## src/rtl/tia_pkg.sv

```systemverilog
package tia_pkg;

  localparam int ST_W    = 3;
  localparam int ST_WARN = 0;
  localparam int ST_SHUT = 1;
  localparam int ST_CRC  = 2;

  localparam logic [7:0] CRC_POLY = 8'h07;

  typedef enum logic {PASS_REF = 1'b0, PASS_CHK = 1'b1} pass_e;

  // One byte of CRC-8, MSB first, no reflection
  function automatic logic [7:0] crc8_byte(input logic [7:0] acc, input logic [7:0] din);
    logic [7:0] x;
    x = acc ^ din;
    for (int i = 0; i < 8; i++) begin
      x = x[7] ? ((x << 1) ^ CRC_POLY) : (x << 1);
    end
    return x;
  endfunction

endpackage

```

## src/rtl/tia_thermal.sv

```systemverilog
module tia_thermal #(
  parameter int TEMP_W  = 8,
  parameter int WARN_C  = 125,
  parameter int SHUT_C  = 150,
  parameter int REARM_C = 140
) (
  input  logic              clk,
  input  logic              rst,
  input  logic [TEMP_W-1:0] temp_c,
  output logic              warn_hot,
  output logic              shut_hot,
  output logic              cool_enough
);

  localparam logic [TEMP_W-1:0] WARN_T  = TEMP_W'(WARN_C);
  localparam logic [TEMP_W-1:0] SHUT_T  = TEMP_W'(SHUT_C);
  localparam logic [TEMP_W-1:0] REARM_T = TEMP_W'(REARM_C);

  logic [TEMP_W-1:0] temp_q;

  always_ff @(posedge clk) begin
    if (rst) temp_q <= '0;
    else     temp_q <= temp_c;
  end

  assign warn_hot    = (temp_q >= WARN_T);
  assign shut_hot    = (temp_q >= SHUT_T);
  assign cool_enough = (temp_q <  REARM_T);

endmodule

```

## src/rtl/tia_crc_engine.sv

```systemverilog
module tia_crc_engine #(
  parameter int NUM_BYTES = 8
) (
  input  logic                   clk,
  input  logic                   rst,
  input  logic                   start,
  input  logic [NUM_BYTES*8-1:0] vec,
  output logic                   busy,
  output logic                   done,
  output logic [7:0]             crc
);
  import tia_pkg::*;

  localparam int VEC_W = NUM_BYTES * 8;
  localparam int IDX_W = (NUM_BYTES > 1) ? $clog2(NUM_BYTES) : 1;
  localparam logic [IDX_W-1:0] LAST = IDX_W'(NUM_BYTES - 1);

  logic [VEC_W-1:0] snap;
  logic [IDX_W-1:0] idx;

  always_ff @(posedge clk) begin
    if (rst) begin
      snap <= '0;
      idx  <= '0;
      crc  <= '0;
      busy <= 1'b0;
      done <= 1'b0;
    end else begin
      done <= 1'b0;
      if (start) begin
        snap <= vec;
        idx  <= '0;
        crc  <= '0;
        busy <= 1'b1;
      end else if (busy) begin
        crc <= crc8_byte(crc, snap[int'(idx)*8 +: 8]);
        if (idx == LAST) begin
          busy <= 1'b0;
          done <= 1'b1;
        end else begin
          idx <= idx + 1'b1;
        end
      end
    end
  end

  // a pass is launched only while the engine is idle
  a_r6_start_when_idle: assert property (@(posedge clk) disable iff (rst)
    start |-> !busy);

  // completion only ends a running pass
  a_r6_done_after_busy: assert property (@(posedge clk) disable iff (rst)
    done |-> $past(busy));

endmodule

```

## src/rtl/tia_crc_sched.sv

```systemverilog
module tia_crc_sched #(
  parameter int CHECK_PERIOD = 1024
) (
  input  logic       clk,
  input  logic       rst,
  input  logic       reg_wr_done,
  input  logic       eng_busy,
  input  logic       eng_done,
  input  logic [7:0] eng_crc,
  output logic       start,
  output logic       crc_mismatch
);
  import tia_pkg::*;

  localparam int CNT_W = (CHECK_PERIOD > 1) ? $clog2(CHECK_PERIOD) : 1;
  localparam logic [CNT_W-1:0] CNT_LAST = CNT_W'(CHECK_PERIOD - 1);

  logic [CNT_W-1:0] cnt;
  logic             tick;
  logic             pend_ref, pend_chk, discard, ref_valid;
  logic [7:0]       ref_q;
  pass_e            mode;
  logic             want_ref, start_ref, start_chk, drop_result;

  assign tick        = (cnt == CNT_LAST);
  assign want_ref    = pend_ref | reg_wr_done;
  assign start_ref   = !eng_busy && want_ref;
  assign start_chk   = !eng_busy && !want_ref && pend_chk && ref_valid;
  assign start       = start_ref | start_chk;
  assign drop_result = discard | reg_wr_done;

  always_ff @(posedge clk) begin
    if (rst) begin
      cnt          <= '0;
      pend_ref     <= 1'b1;
      pend_chk     <= 1'b0;
      discard      <= 1'b0;
      ref_valid    <= 1'b0;
      ref_q        <= '0;
      mode         <= PASS_REF;
      crc_mismatch <= 1'b0;
    end else begin
      cnt <= tick ? '0 : cnt + 1'b1;

      if (tick)           pend_chk <= 1'b1;
      else if (start_chk) pend_chk <= 1'b0;

      if (start_ref)        pend_ref <= 1'b0;
      else if (reg_wr_done) pend_ref <= 1'b1;

      if (start)                        discard <= 1'b0;
      else if (reg_wr_done && eng_busy) discard <= 1'b1;

      if (start) mode <= start_ref ? PASS_REF : PASS_CHK;

      if (eng_done && !drop_result) begin
        if (mode == PASS_REF) begin
          ref_q        <= eng_crc;
          ref_valid    <= 1'b1;
          crc_mismatch <= 1'b0;
        end else begin
          crc_mismatch <= (eng_crc != ref_q);
        end
      end
    end
  end

  // a fault is only ever reported at the end of a pass
  a_r7_fault_from_pass: assert property (@(posedge clk) disable iff (rst)
    $rose(crc_mismatch) |-> $past(eng_done));

  // a write pulse in an idle cycle starts a reference pass at once
  a_r6_write_restarts: assert property (@(posedge clk) disable iff (rst)
    (reg_wr_done && !eng_busy) |=> eng_busy);

endmodule

```

## src/rtl/thermal_integrity_alarm.sv

```systemverilog
module thermal_integrity_alarm #(
  parameter int TEMP_W       = 8,
  parameter int WARN_C       = 125,
  parameter int SHUT_C       = 150,
  parameter int REARM_C      = 140,
  parameter int NUM_CH       = 6,
  parameter int NUM_BYTES    = 8,
  parameter int CHECK_PERIOD = 1024
) (
  input  logic                   clk,
  input  logic                   rst,
  input  logic [TEMP_W-1:0]      temp_c,
  input  logic [NUM_BYTES*8-1:0] regs_flat,
  input  logic                   reg_wr_done,
  input  logic                   stat_rd,
  output logic [2:0]             status_q,
  output logic                   alarm_n,
  output logic [NUM_CH-1:0]      force_off
);
  import tia_pkg::*;

  logic             warn_hot, shut_hot, cool_enough;
  logic             eng_start, eng_busy, eng_done;
  logic [7:0]       eng_crc;
  logic             crc_bad;
  logic [ST_W-1:0]  cause, sts_d;
  logic             shut_lat, lat_d;

  tia_thermal #(
    .TEMP_W (TEMP_W),
    .WARN_C (WARN_C),
    .SHUT_C (SHUT_C),
    .REARM_C(REARM_C)
  ) u_thermal (
    .clk        (clk),
    .rst        (rst),
    .temp_c     (temp_c),
    .warn_hot   (warn_hot),
    .shut_hot   (shut_hot),
    .cool_enough(cool_enough)
  );

  tia_crc_engine #(.NUM_BYTES(NUM_BYTES)) u_engine (
    .clk  (clk),
    .rst  (rst),
    .start(eng_start),
    .vec  (regs_flat),
    .busy (eng_busy),
    .done (eng_done),
    .crc  (eng_crc)
  );

  tia_crc_sched #(.CHECK_PERIOD(CHECK_PERIOD)) u_sched (
    .clk         (clk),
    .rst         (rst),
    .reg_wr_done (reg_wr_done),
    .eng_busy    (eng_busy),
    .eng_done    (eng_done),
    .eng_crc     (eng_crc),
    .start       (eng_start),
    .crc_mismatch(crc_bad)
  );

  always_comb begin
    cause          = '0;
    cause[ST_WARN] = warn_hot;
    cause[ST_SHUT] = shut_hot;
    cause[ST_CRC]  = crc_bad;
    sts_d          = cause | (status_q & ~{ST_W{stat_rd}});
    lat_d          = shut_hot | (shut_lat & ~(!status_q[ST_SHUT] && cool_enough));
  end

  always_ff @(posedge clk) begin
    if (rst) begin
      status_q <= '0;
      alarm_n  <= 1'b1;
      shut_lat <= 1'b0;
    end else begin
      status_q <= sts_d;
      alarm_n  <= ~(|sts_d);
      shut_lat <= lat_d;
    end
  end

  for (genvar ch = 0; ch < NUM_CH; ch++) begin : g_off
    assign force_off[ch] = shut_lat;
  end

  // the pin mirrors the OR of the sticky bits
  a_r5_alarm_is_or: assert property (@(posedge clk) disable iff (rst)
    alarm_n == !(|status_q));

  // a shutdown status always comes with every channel forced off
  a_r2_shut_forces_off: assert property (@(posedge clk) disable iff (rst)
    status_q[ST_SHUT] |-> (&force_off));

  // a warm die keeps the warning bit set through any read
  a_r4_warn_sticks: assert property (@(posedge clk) disable iff (rst)
    warn_hot |=> status_q[ST_WARN]);

  // release only after cooling and a cleared shutdown bit
  a_r3_release_rule: assert property (@(posedge clk) disable iff (rst)
    $fell(force_off[0]) |-> ($past(cool_enough) && !$past(status_q[ST_SHUT])));

  // a standing mismatch keeps the CRC bit set
  a_r8_crc_sticks: assert property (@(posedge clk) disable iff (rst)
    crc_bad |=> status_q[ST_CRC]);

endmodule

```

## config.mk

```make
export PLATFORM = sky130hd
export DESIGN_NAME = thermal_integrity_alarm
export DESIGN_NICKNAME = d
export VERILOG_FILES = /design/src/rtl/tia_pkg.sv /design/src/rtl/tia_thermal.sv /design/src/rtl/tia_crc_engine.sv /design/src/rtl/tia_crc_sched.sv /design/src/rtl/thermal_integrity_alarm.sv
export SDC_FILE = /design/constraint.sdc
export NUM_CORES = 1
export LEC_CHECK = 0
export BUFFER_PORTS_ARGS = -buffer_cell sky130_fd_sc_hd__buf_2
export CORE_ASPECT_RATIO = 0.7
export CORE_UTILIZATION = 44
export CTS_BUF_LIST = sky130_fd_sc_hd__clkbuf_4
export CTS_CLUSTER_DIAMETER = 30
export CTS_CLUSTER_SIZE = 12
export DETAILED_ROUTE_END_ITERATION = 12
export PLACE_DENSITY_LB_ADDON = 0.3
export SLEW_MARGIN = 25
export SYNTH_ARGS = -nofsm -noshare
export SYNTH_HDL_FRONTEND = slang
export SYNTH_SLANG_ARGS = --single-unit
```

## constraint.sdc

```tcl
create_clock -name clk -period 3.95 [get_ports clk]
set_clock_uncertainty 0.1 [all_clocks]
set_input_delay 0.5925 -clock clk [delete_from_list [all_inputs] [get_ports clk]]
set_output_delay 0.5925 -clock clk [all_outputs]
set_load 0.1 [all_outputs]
```

After elaboration in Yosys (flattened, before gate mapping):

Index checks and enable logic that the tools add are counted.

* add/subtract/negate cells: 2
* $lt $le $gt $ge: 3
* equality and inequality tests: 3
* shift-type cells: 1
* mux-type cells: 18
* bitwise operators: 22
* reductions and logical operators: 19

Operators with widths (count)
* 64-bit by 7-bit variable part select with 8-bit output: 1
* 3-bit inverter: 9
* 3-bit two-way mux: 8
* 10-bit by 1-bit adder with 10-bit output (second input constant): 1
* 10-bit == test (second input constant): 1
* 1-bit two-way mux: 10
* 8-bit by 7-bit greater-or-equal comparator with 1-bit output (second input constant): 1
* 8-bit greater-or-equal comparator (second input constant): 1
* 8-bit less-than comparator (second input constant): 1
* 8-bit inequality test: 1
* 8-bit XOR: 1
* 1-bit logical AND: 7
* 3-bit OR reduction: 2
* 1-bit inverter: 5
* 1-bit logical NOT: 4
* 1-bit bitwise OR: 4
* 2-bit AND reduction: 2
* 2-bit nonzero test: 2
* 2-bit OR reduction: 2
* 3-bit by 1-bit adder with 3-bit output (second input constant): 1
* 3-bit AND: 1
* 3-bit == test (second input constant): 1
* 3-bit bitwise OR: 1
* 1-bit AND: 1

* register bits after elaboration: 114
* input port bits: 76
* output and inout bits: 10
* logic and storage cells: 85

Logic depth before layout (Yosys ltp):

* word-level depth: 18
* mapped depth: 9
* mapped depth without buffers: 7

Cells and area by module:

A second synthesis with hierarchy kept.

* cell total of the unflattened synthesis: 488
* area total of the unflattened synthesis: 5076.1 um^2

By module, submodules not included
* tia_crc_engine: times used 1, cells each 325, area an instance 3549.7 um^2, seq. area each 1541.5 um^2
* tia_crc_sched: times used 1, cells each 115, area an instance 1034.7 um^2, seq. area each 480.5 um^2
* tia_thermal: times used 1, cells each 24, area an instance 266.5 um^2, seq. area each 160.2 um^2
* thermal_integrity_alarm: times used 1, cells each 24, area an instance 225.2 um^2, seq. area each 100.1 um^2

Worst setup path before layout:

Ideal clock, no wire load.

* path type: register -> register
* from: register u_engine.idx[1]
* to: register u_engine.crc[5]
* arrival: 2.057 ns
* slack: 1.662 ns
* cell stages (with the launch flop): 9
* period minus slack after synthesis: 2.288 ns
* cell sequence: dfxtp_1 -> buf_2 -> mux4_2 -> mux2i_1 -> xor2_1 -> xnor3_1 -> xnor2_1 -> o211ai_1 -> o41ai_1

* cells in the longest elaborated chain, start to end: 7

RTL lines
* start: declaration: line tia_crc_engine.sv:19 `logic [IDX_W-1:0] idx;`
* start signal: assignment: line tia_crc_engine.sv:41 `idx <= idx + 1'b1;`
* 64-bit by 7-bit variable part select with 8-bit output (*): line tia_crc_engine.sv:36 `crc <= crc8_byte(crc, snap[int'(idx)*8 +: 8]);`
* 8-bit XOR (*): line tia_pkg.sv:15 `x = acc ^ din;`
* 3-bit two-way mux: line tia_pkg.sv:17 `x = x[7] ? ((x << 1) ^ CRC_POLY) : (x << 1);`
* 3-bit inverter (no source line)
* 3-bit two-way mux: line tia_pkg.sv:17
* 3-bit inverter (no source line)
* 3-bit two-way mux (*): line tia_pkg.sv:17
* end signal: assignment: line tia_crc_engine.sv:36
* end: declaration: line tia_crc_engine.sv:10 `output logic [7:0] crc`

Every way passes the cells marked *; elsewhere a longest branch is shown, timed or not.
A chain may end at the register's enable or synchronous reset.

Worst setup path after layout:

Ends and elaborated chain as after synthesis.

==> results.cfg <==
[status]
status = finished, final reports clean

[route]
vias = 3913
final_antenna_net_count = 0
highest_layer = met4
vias_per_cell = 4.991
met1_length_mm = 5.502
drcViolationCount = 0
firstDrtPassIters = 4
wl_mm = 11.18
first_iter_violations = 212
dr_wl_met3_um = 786
wl_per_cell_um = 14.26
wl_met2_mm = 4.724

[critical_path]
cp-start-kind = flip-flop
setup.worst_path.end_class = flip-flop
path_class = flip-flop to flip-flop
critPathMaxFanout = 16
worstPathRequired_ns = 4.27
reg2reg_from = u_engine.idx[1]
crit_arrival_ns = 3.40
cp-startpoint = u_engine.idx[1]

[power]
p_per_area_nw_per_um2 = 446.5
total_power_mw = 2.504
irDropWorstVdd_mv = 0.1887
leakage_nw = 2.223

[clock_network]
cts_hold_buf = 0
cts_buffer_depth = 2
cts-root-buf = clkbuf_4
h-tree-depth = 4
cts_tree = built
clock_sinks = 114
numCtsBuffers = 17
cts_setup_buffers = 0
clock_latency_ns = 0.53
postCtsResizedCells = 0
clkSlewWorstSetupHoldPaths_ns = 0.11

[sta]
rsz0062_at_grt = false
fin_setup_tns_ns = 0
worst_slack_ns = 0.8656
fmax_mhz = 324.2
drv_slew = 0
finalCritPeriodShare = 0.7809
worst_pin_slew_ns = 0.9673
setup_violations = 0
hold_viol = 0
post-route-min-period_ns = 3.084
max_slew_margin = 0.3543
hold_ws_ns = 0.1604

[placed_design]
io_buffers = 85
place_congestion = 0.8356
dpl.hpwl_mm = 8.251
dpl_cell_area_um2 = 5353
dpl_worst_slack_ns = 0.8430

[synth]
synth_fp_nets = 634
yosysSeqAreaShare = 0.4664
synth_top_area_cell = dfxtp_1
synthTopCellsByCount = 157 x nand2_1, 114 x dfxtp_1, 83 x a21oi_1, 37 x nor2_1, 22 x clkbuf_1
synth.area.top_cells = dfxtp_1 47%, nand2_1 12%, a21oi_1 8.5%, mux4_2 5.5%, mux2i_1 3.9%
synth_flop_cell = dfxtp_1
synth.top_cell.area_share = 0.4664
ys_seq_elements = 114
synthArstFlopShare = 0
synth_cell_types = 41
syn_inst = 555
synth.most_common_cell = nand2_1
syn-mean-instance-area_um2 = 8.817
synth_edf_count = 0
synth.cell_area_um2 = 4893
yosysWarnings = 0

[floorplan]
core_um2 = 10590
start_util = 0.4621
pin_count = 86
die_x_um = 128.0
rows = 31
dieArea_um2 = 11550
die_y_um = 90.23

[global_routing]
grt_pass1_wl_mm = 18.51
grt_overflow = 0
grt_max_degree = 65
track_usage = 0.2088
antenna_found_initial = 0
grt_pass1_vias = 3694

[layout]
final_cell_area_um2 = 5609
area_growth_pct = 14.63
drive_gt1_frac = 0.2299
final_nets = 701

[worst_hold_path]
hold_path.class = primary input to flip-flop
min_from = temp_c[4]

[job]
maxCapViolCount = 0
cell families (layout without fill, tap and decap cells):
family	Yosys count	in the layout	synth area share
AO/OA/AOI/OAI	99	99	0.1135
flip-flops	114	114	0.4664
XOR/XNOR	38	38	0.08387
AND/OR/NAND/NOR	222	222	0.1833
adder cells (fa/ha/maj)	3	3	0.007671
multiplexers	33	33	0.1015
other	0	1	0
buffers and inverters	46	126	0.04372
stage by stage:
stage / utilization / instances
floorplan: - / 555
global placement: 0.5055 / 751
detailed placement: 0.5055 / 751
CTS: 0.5294 / 783
global route: 0.5295 / 783
finish: 0.5297 / 784
metal layers:
layer  vias to the layer above  GRT usage
met2                        99     0.2880
met5                         -          0
met3                        18    0.06131
met4                         0    0.07255
met1                      1817     0.3065
li1                       1979          -
placed cells by master (no fill, tap or decap), types with 5 or more instances in the layout:
| cell | count |
|---|---|
| nand2_1 | 156 |
| dfxtp_1 | 113 |
| buf_2 | 85 |
| a21oi_1 | 82 |
| nor2_1 | 37 |
| xnor2_1 | 20 |
| mux2i_1 | 19 |
| clkbuf_4 | 18 |
| mux4_2 | 12 |
| xor2_1 | 10 |
| nor2b_1 | 9 |
| inv_1 | 5 |
| nand4_1 | 5 |
| nand3_1 | 5 |
flip-flops by register name, summed over array words and instances, names as in the netlist:
register / count
u_sched.discard: 1
alarm_n: 1
u_engine.done: 1
u_engine.busy: 1
u_engine.snap: 64
status_q: 3
u_sched.ref_q: 8
u_sched.pend_ref: 1
u_thermal.temp_q: 8
u_sched.pend_chk: 1
u_sched.cnt: 10
u_engine.idx: 3
u_sched.mode: 1
u_engine.crc: 8
u_sched.ref_valid: 1
u_sched.crc_mismatch: 1
shut_lat: 1
worst paths after layout:
check	to	slack, ns	depth (start not counted)
worst max-delay path	u_engine.crc[5]	0.87	6
worst min-delay path	u_thermal.temp_q[4]	0.16	2
worst max register to register	u_engine.crc[5]	0.87	6
worst min register to register	u_engine.snap[59]	0.36	2
critical path, cell delays in order (launching register included):
cell	delay, ns
dfxtp_1	0.97
mux4_2	0.61
mux2i_1	0.31
xor2_1	0.23
xnor3_1	0.30
xnor2_1	0.17
o41ai_1	0.30
cell type report:
type / count / area, um2
fill: 1021 / 4980
multi-input combinational: 395 / 2411
sequential: 114 / 2283
timing repair buffer: 89 / 455.4
tap: 148 / 185.2
clock buffer: 18 / 135.1
clock inverter: 14 / 117.6
inverter: 5 / 18.77
antenna: 1 / 2.502
power breakdown:
group / switching [mW] / internal, mW
Sequential: 0.0784 / 1.22
Combinational: 0.236 / 0.189
Clock: 0.463 / 0.313
Note: power is estimated with default switching activity, not from simulation.
